**config.mk**
```make
export PLATFORM = sky130hd
export DESIGN_NAME = rw_slot_arbiter
export DESIGN_NICKNAME = d
export VERILOG_FILES = /design/src/rtl/rwarb_pkg.sv /design/src/rtl/sel_normalize.sv /design/src/rtl/slot_decide.sv /design/src/rtl/op_history.sv /design/src/rtl/rw_slot_arbiter.sv
export SDC_FILE = /design/constraint.sdc
export NUM_CORES = 1
export LEC_CHECK = 0
export BUFFER_PORTS_ARGS = -buffer_cell sky130_fd_sc_hd__clkbuf_2
export CAP_MARGIN = 20
export CORE_AREA = 2 2 39 41
export DETAILED_ROUTE_END_ITERATION = 10
export DIE_AREA = 0 0 41 43
export GPL_TIMING_DRIVEN = 0
export PLACE_DENSITY = 0.37
export SETUP_SLACK_MARGIN = 0.02
export SYNTH_ARGS = -nofsm -noshare
export SYNTH_HDL_FRONTEND = slang
export SYNTH_SLANG_ARGS = --single-unit
```
**constraint.sdc**
```tcl
create_clock -name clk -period 1.7 [get_ports clk]
set_input_delay 0.255 -clock clk [delete_from_list [all_inputs] [get_ports clk]]
set_output_delay 0.255 -clock clk [all_outputs]
set_load 0.005 [all_outputs]
```
**src/rtl/rwarb_pkg.sv**
```systemverilog
package rwarb_pkg;
   typedef enum logic [1:0] {
      OP_IDLE = 2'b00,
      OP_RD   = 2'b01,
      OP_WR   = 2'b10
   } op_t;
endpackage

```
**src/rtl/sel_normalize.sv**
```systemverilog
module sel_normalize #(
   parameter int ACTIVE_LOW = 1
) (
   input  logic rd_sel_raw,
   input  logic wr_sel_raw,
   output logic rd_req,
   output logic wr_req
);
   generate
      if (ACTIVE_LOW != 0 && ACTIVE_LOW != 1) begin : g_bad
         $error("sel_normalize: ACTIVE_LOW must be 0 or 1");
      end
      if (ACTIVE_LOW == 1) begin : g_low
         assign rd_req = ~rd_sel_raw;
         assign wr_req = ~wr_sel_raw;
      end else begin : g_high
         assign rd_req = rd_sel_raw;
         assign wr_req = wr_sel_raw;
      end
   endgenerate
endmodule

```
**src/rtl/slot_decide.sv**
```systemverilog
module slot_decide
   import rwarb_pkg::*;
(
   input  logic rd_req,
   input  logic wr_req,
   input  op_t  prev_op,
   output op_t  next_op
);
   always_comb begin
      next_op = OP_IDLE;
      unique case ({rd_req, wr_req})
         2'b11:   next_op = (prev_op == OP_RD) ? OP_WR : OP_RD;
         2'b10:   next_op = (prev_op == OP_RD) ? OP_IDLE : OP_RD;
         2'b01:   next_op = (prev_op == OP_WR) ? OP_IDLE : OP_WR;
         default: next_op = OP_IDLE;
      endcase
   end
endmodule

```
**src/rtl/op_history.sv**
```systemverilog
module op_history
   import rwarb_pkg::*;
(
   input  logic clk,
   input  logic rst,
   input  op_t  next_op,
   output op_t  last_op,
   output logic rd_issue,
   output logic wr_issue
);
   always_ff @(posedge clk) begin
      if (rst) begin
         last_op  <= OP_IDLE;
         rd_issue <= 1'b0;
         wr_issue <= 1'b0;
      end else begin
         last_op  <= next_op;
         rd_issue <= (next_op == OP_RD);
         wr_issue <= (next_op == OP_WR);
      end
   end


   one_strobe_chk: assert property (@(posedge clk) disable iff (rst)
      $onehot0({rd_issue, wr_issue}));


   no_rd_twice_chk: assert property (@(posedge clk) disable iff (rst)
      rd_issue |=> !rd_issue);


   no_wr_twice_chk: assert property (@(posedge clk) disable iff (rst)
      wr_issue |=> !wr_issue);


   reset_clear_chk: assert property (@(posedge clk)
      rst |=> (last_op == OP_IDLE && !rd_issue && !wr_issue));
endmodule

```
**src/rtl/rw_slot_arbiter.sv**
```systemverilog
module rw_slot_arbiter
   import rwarb_pkg::*;
#(
   parameter int SEL_ACTIVE_LOW = 1
) (
   input  logic       clk,
   input  logic       rst,
   input  logic       rd_sel_n,
   input  logic       wr_sel_n,
   output logic       rd_issue,
   output logic       wr_issue,
   output logic [1:0] last_op
);
   logic rd_req, wr_req;
   op_t  next_op, hist_op;

   sel_normalize #(.ACTIVE_LOW(SEL_ACTIVE_LOW)) u_norm (
      .rd_sel_raw (rd_sel_n),
      .wr_sel_raw (wr_sel_n),
      .rd_req     (rd_req),
      .wr_req     (wr_req)
   );

   slot_decide u_decide (
      .rd_req  (rd_req),
      .wr_req  (wr_req),
      .prev_op (hist_op),
      .next_op (next_op)
   );

   op_history u_hist (
      .clk      (clk),
      .rst      (rst),
      .next_op  (next_op),
      .last_op  (hist_op),
      .rd_issue (rd_issue),
      .wr_issue (wr_issue)
   );

   assign last_op = hist_op;


   both_idle_rd_chk: assert property (@(posedge clk) disable iff (rst)
      (rd_req && wr_req && hist_op == OP_IDLE) |=> rd_issue);


   both_after_rd_chk: assert property (@(posedge clk) disable iff (rst)
      (rd_req && wr_req && hist_op == OP_RD) |=> wr_issue);


   both_after_wr_chk: assert property (@(posedge clk) disable iff (rst)
      (rd_req && wr_req && hist_op == OP_WR) |=> rd_issue);


   lone_wr_chk: assert property (@(posedge clk) disable iff (rst)
      (!rd_req && wr_req && hist_op != OP_WR) |=> (wr_issue && !rd_issue));


   none_idle_chk: assert property (@(posedge clk) disable iff (rst)
      (!rd_req && !wr_req) |=> (last_op == 2'b00 && !rd_issue && !wr_issue));
endmodule

```
Word-level counts from Yosys, hierarchy flattened
Index checks and enable logic that the tools add are counted.

word-level totals
  register bits = 4
  bits of input ports = 4
  word-level logic and storage cells = 16

cells by class
  equal/unequal tests = 7
  mux-type cells = 4
  bitwise logic cells = 2

operators by type and width
  operator                                                         count
  2-bit == test, second input constant                             4
  2-bit by 1-bit == test with 1-bit output, second input constant  3
  2-bit case mux with 3 select lines                               1
  2-bit 2-to-1 mux                                                 2
  1-bit NOT                                                        2
  1-bit 2-to-1 mux                                                 1

Logic depth before layout (Yosys ltp)
  word-level depth = 4
  mapped depth = 3
  gate-level depth less buffers = 3

Cells and area by module
A second synthesis with hierarchy kept.

second synthesis, totals
  cells, all modules = 15
  area, all modules = 145.1 um^2

modules (own cells, without submodules)
  module         instances  cells an instance  area each (um^2)  sequential area each (um^2)
  op_history     1          8                  107.6             80.1
  slot_decide    1          5                  30.0              0.0
  sel_normalize  1          2                  7.5               0.0

Worst setup path before layout
No wires, ideal clock.

  kind = register -> register
  from = register u_hist.last_op[1]
  to = register u_hist.last_op[1]
  setup time = 0.115 ns
  arrival time = 0.653 ns
  required time = 1.585 ns
  path slack = 0.931 ns
  cell stages (with the launch flop) = 4
  path buffers = 0
  cells stage by stage = dfxtp_1 > nand2b_1 > a21oi_2 > nor3_1

on the way
  word-level cells in the longest chain between the ends = 3
  elaborated cells between the ends (all ways) = 5
  those cells by class = eq/ne (2); mux (3)

RTL lines
  what                                                                              line                                  RTL
  start: declaration                                                                op_history.sv:7                       output op_t last_op,
  start signal: assignment                                                          op_history.sv:17                      last_op <= next_op;
  2-bit == test / 2-bit by 1-bit == test with 1-bit output (equally long branches)  slot_decide.sv:14, slot_decide.sv:12
  2-bit 2-to-1 mux (on tied branches)                                               slot_decide.sv:14, slot_decide.sv:12
  2-bit case mux with 3 select lines *                                              slot_decide.sv:11                     unique case ({rd_req, wr_req})

Every way passes the cells marked *; elsewhere a longest branch is shown, timed or not.
A chain may end at the register's enable or synchronous reset.

Worst setup path in the final report
  from = register u_hist.last_op[1]
  to = output port last_op[1]

RTL lines
  what              line                   RTL
  end: declaration  rw_slot_arbiter.sv:12  output logic [1:0] last_op

No word-level cell between the ends.

==> results summary <==
The via density per instance came out at around 3.0. The final wirelength came out at 280 µm. The number of maximum-capacitance violations came out at 0. The register-to-register setup slack came out at around 0.9 ns. After synthesis, the largest family of logic cells by area is simple AND/OR/NAND/NOR gates. The top cell types in the final layout, fill and taps aside, are sky130_fd_sc_hd__clkbuf_2, sky130_fd_sc_hd__nor3_1, sky130_fd_sc_hd__dfxtp_1, sky130_fd_sc_hd__clkbuf_4.

The register clock-pin slew on the reported worst setup and hold paths came out at ~0.040 ns. The number of distinct library cells after synthesis came out at 5. The largest voltage drop on the vdd net came out at 0.182 mV. The fraction of post-synthesis cell area in the top cell type by area came out at 0.621. The count of instances resized after the clock tree is built is 0. Before antenna repair, the detailed router went through 2 iterations. The signal on the critical path passes through clkbuf_2.

Counting cells, the worst reg-to-reg path comes to 3. The number of global-route vias before repair is 133. The worst register-to-register path begins at u_hist.last_op[1]. The clock latency on the worst-skew pair came out at about 0.23 ns. In this run the worst setup path begins at u_hist.last_op[1]. The synthesized design spends more area on one cell type than any other, namely sky130_fd_sc_hd__dfxtp_1. Together, buffers and inverters on the worst path number 1. The total standard cell area after synthesis came out at 129 µm². The die outline width came out at 41 µm. The portion of synthesized area spent on multiplexers is 0.

The total grt overflow came out at 0. The pin count of the biggest net entering global routing is 5. The synthesized area per cell is 11.7 µm². From bottom edge to top edge, the die measures 43 µm.

CTS placed an instance of sky130_fd_sc_hd__clkbuf_4 at the clock tree root. The count of port buffers added during placement is 7. CTS saw 4 sinks. The floorplan row count came out at 14. After detailed routing, the number of remaining DRC violations is 0. The number of nets in the synthesized netlist is 15. In this run the static leakage power is 0.0000899 µW. Clock skew on the completed layout was measured at between 0.0015 and 0.002 ns. Setup repair after global routing left no endpoint under its margin. The initial utilization of the core area, before any placement, comes to 0.0931. For this run, the total global-route usage over all layers was measured as 0.0522. Leaving out fill and tap cells, the most frequent cell in the layout is sky130_fd_sc_hd__clkbuf_2. Grouping stages by cell kind, the critical path spends the most delay in flip-flops.

The count of pins over their slew limit is 0. Detailed placement finished with a half-perimeter wire length of 229 µm. STA classifies the critical path endpoint as a primary output. The slowest library cell on the worst path is sky130_fd_sc_hd__dfxtp_1. The final cycle utilization of the critical path came out at 0.600. STA puts the critical path data required time at 1.44 ns. The slew of the pin with the lowest slew margin came out at between 0.15 and 0.2 ns. Relative to the synthesized area, the layout overhead comes to 60.2%.

The run finished with clean final reports. After detailed routing, the average wire length per cell comes to 7.57 µm. The layout has 155 filler cells. The sequential cell area fraction in the yosys report came out at 0.621.

The count of nets left with antenna violations once routing finished came out at 0. The power per cell area is 1150 nW/µm². The signal arrival time at the worst endpoint came out at 0.77 ns.

In this run, the number of DRC markers left after iteration 0 of detailed routing was 2. Of the total power, the share spent switching nets is 0.202. In this run the critical register-to-register path is captured at u_hist.wr_issue. The summed negative setup slack over all endpoints is 0 ns. The achievable clock frequency is between 0.9 and 1 GHz. The cell count after synthesis came out at 11. The number of synthesized register bits came out at 4. The number of hold buffers added after CTS is 0. The compound-cell area share of the yosys netlist is 0.0680. The total area inside the core boundary comes to 1380 µm². The detailed router placed 111 vias in this run.

The first-pass GRT wire length is between 500 and 600 µm. The final hold violation count is 0. Of the total synthesized cell area, the portion taken by XOR and XNOR cells is 0. The termination of the worst setup path is last_op[1]. The final core utilization came out at 0.149. In this run the post-CTS setup repair buffer count came out at 0.

By area the synthesized netlist is led by sky130_fd_sc_hd__dfxtp_1, sky130_fd_sc_hd__nor3_1, sky130_fd_sc_hd__nor2b_4. The initial antenna violation count came out at 0. The maximum root-to-sink buffer count is 2. At the end of the flow, the number of nets in the layout was 27.

Setup violations remaining at the end of the flow were counted as 0. The final antenna diode count came out at 0. The proportion of power drawn by flip-flops and latches is 0.434. The worst setup path is of the reg2out kind. Routability-driven placement finished with a final weighted congestion of 0.590. The simple logic cell fraction of the synthesized area came out at 0.311. Of the cells placed in the final design, the portion with a size suffix greater than 1 is 0.571. Along the worst path, the maximum fanout reaches 3. The die footprint came out at 1760 µm².

The maximum level of the CTS H-tree is 1. The largest single stage delay on the critical path is 0.39 ns. The clock share of power is 0.481.

The combinational share of power came out at 0.085. The count of synthesis-stage warnings from yosys came out at 0. The path class of the tightest hold or removal check is in2reg. The number of top-level design ports is 8.

The net switching component of the power is about 48 µW. The number of CTS-inserted buffers is 3. In this run the number of cells on the critical path is 1. The worst setup path is launched from a flop. The relative slew slack is 0.890. The area share of fa/ha/maj cells after synthesis came out at 0. The post-layout minimum cycle time is just over 1 ns.

The TritonCTS clock tree is yes. Internal power comes to 190 µW.
through the flow:
step	hold WS [ns]	instance area, µm²	instances	power (µW)	setup slack [ns]
2_1_floorplan	0.332	129	11	113	0.931
6_report	0.210	206	37	238	0.680
3_3_place_gp	0.445	184	34	124	0.923
3_5_place_dp	0.454	184	34	125	0.901
4_1_cts	0.210	206	37	245	0.672
5_1_grt	0.211	206	37	257	0.641
registers in the layout, summed over array words and instances (netlist names):
name / cells
u_hist.last_op: 2
u_hist.rd_issue: 1
u_hist.wr_issue: 1
synth_stat cells (all sizes together):
library cell and instances:
a21oi 1, dfxtp 4, nand2b 1, nor2b 1
nor3 4
worst min path at each step:
| stage | cells past startpoint | slack (ns) | endpoint | startpoint |
|---|---|---|---|---|
| 3_5_place_dp | 2 | 0.45 | u_hist.last_op[1] | wr_sel_n |
| 2_1_floorplan | 1 | 0.33 | u_hist.last_op[0] | rst |
| 5_1_grt | 2 | 0.21 | u_hist.last_op[1] | wr_sel_n |
| 6_report | 2 | 0.21 | u_hist.last_op[1] | wr_sel_n |
| 4_1_cts | 2 | 0.21 | u_hist.last_op[1] | wr_sel_n |
| 3_3_place_gp | 2 | 0.45 | u_hist.last_op[1] | wr_sel_n |
kinds of logic after synthesis:
family,after synthesis
compound gates,1
simple gates,6
flops,4
power by group through the flow:
stage	Clock (µW)	Combinational [µW]	Sequential (µW)
detailed placement	0	20.7	105
CTS	121	20.8	103
global placement	0	20.4	104
global route	130	23.5	103
floorplan	0	8.69	105
finish	114	20.3	103
layer usage:
metal / wire length [µm] / GRT usage
met1: 136 / 0.0418
met2: 84 / 0.0500
met3: 59 / 0.0733
met4: 0 / 0.0600
met5: 0 / 0
cell type report:
| type | count | area [µm²] | area share |
|---|---|---|---|
| Clock buffer | 3 | 22.5 | 0.109 |
| Timing Repair Buffer | 7 | 35.0 | 0.170 |
| Sequential cell | 4 | 80.1 | 0.388 |
| Multi-Input combinational cell | 7 | 48.8 | 0.236 |
| Tap cell | 16 | 20.0 | 0.0970 |
Note: power is estimated with default switching activity, not from simulation.
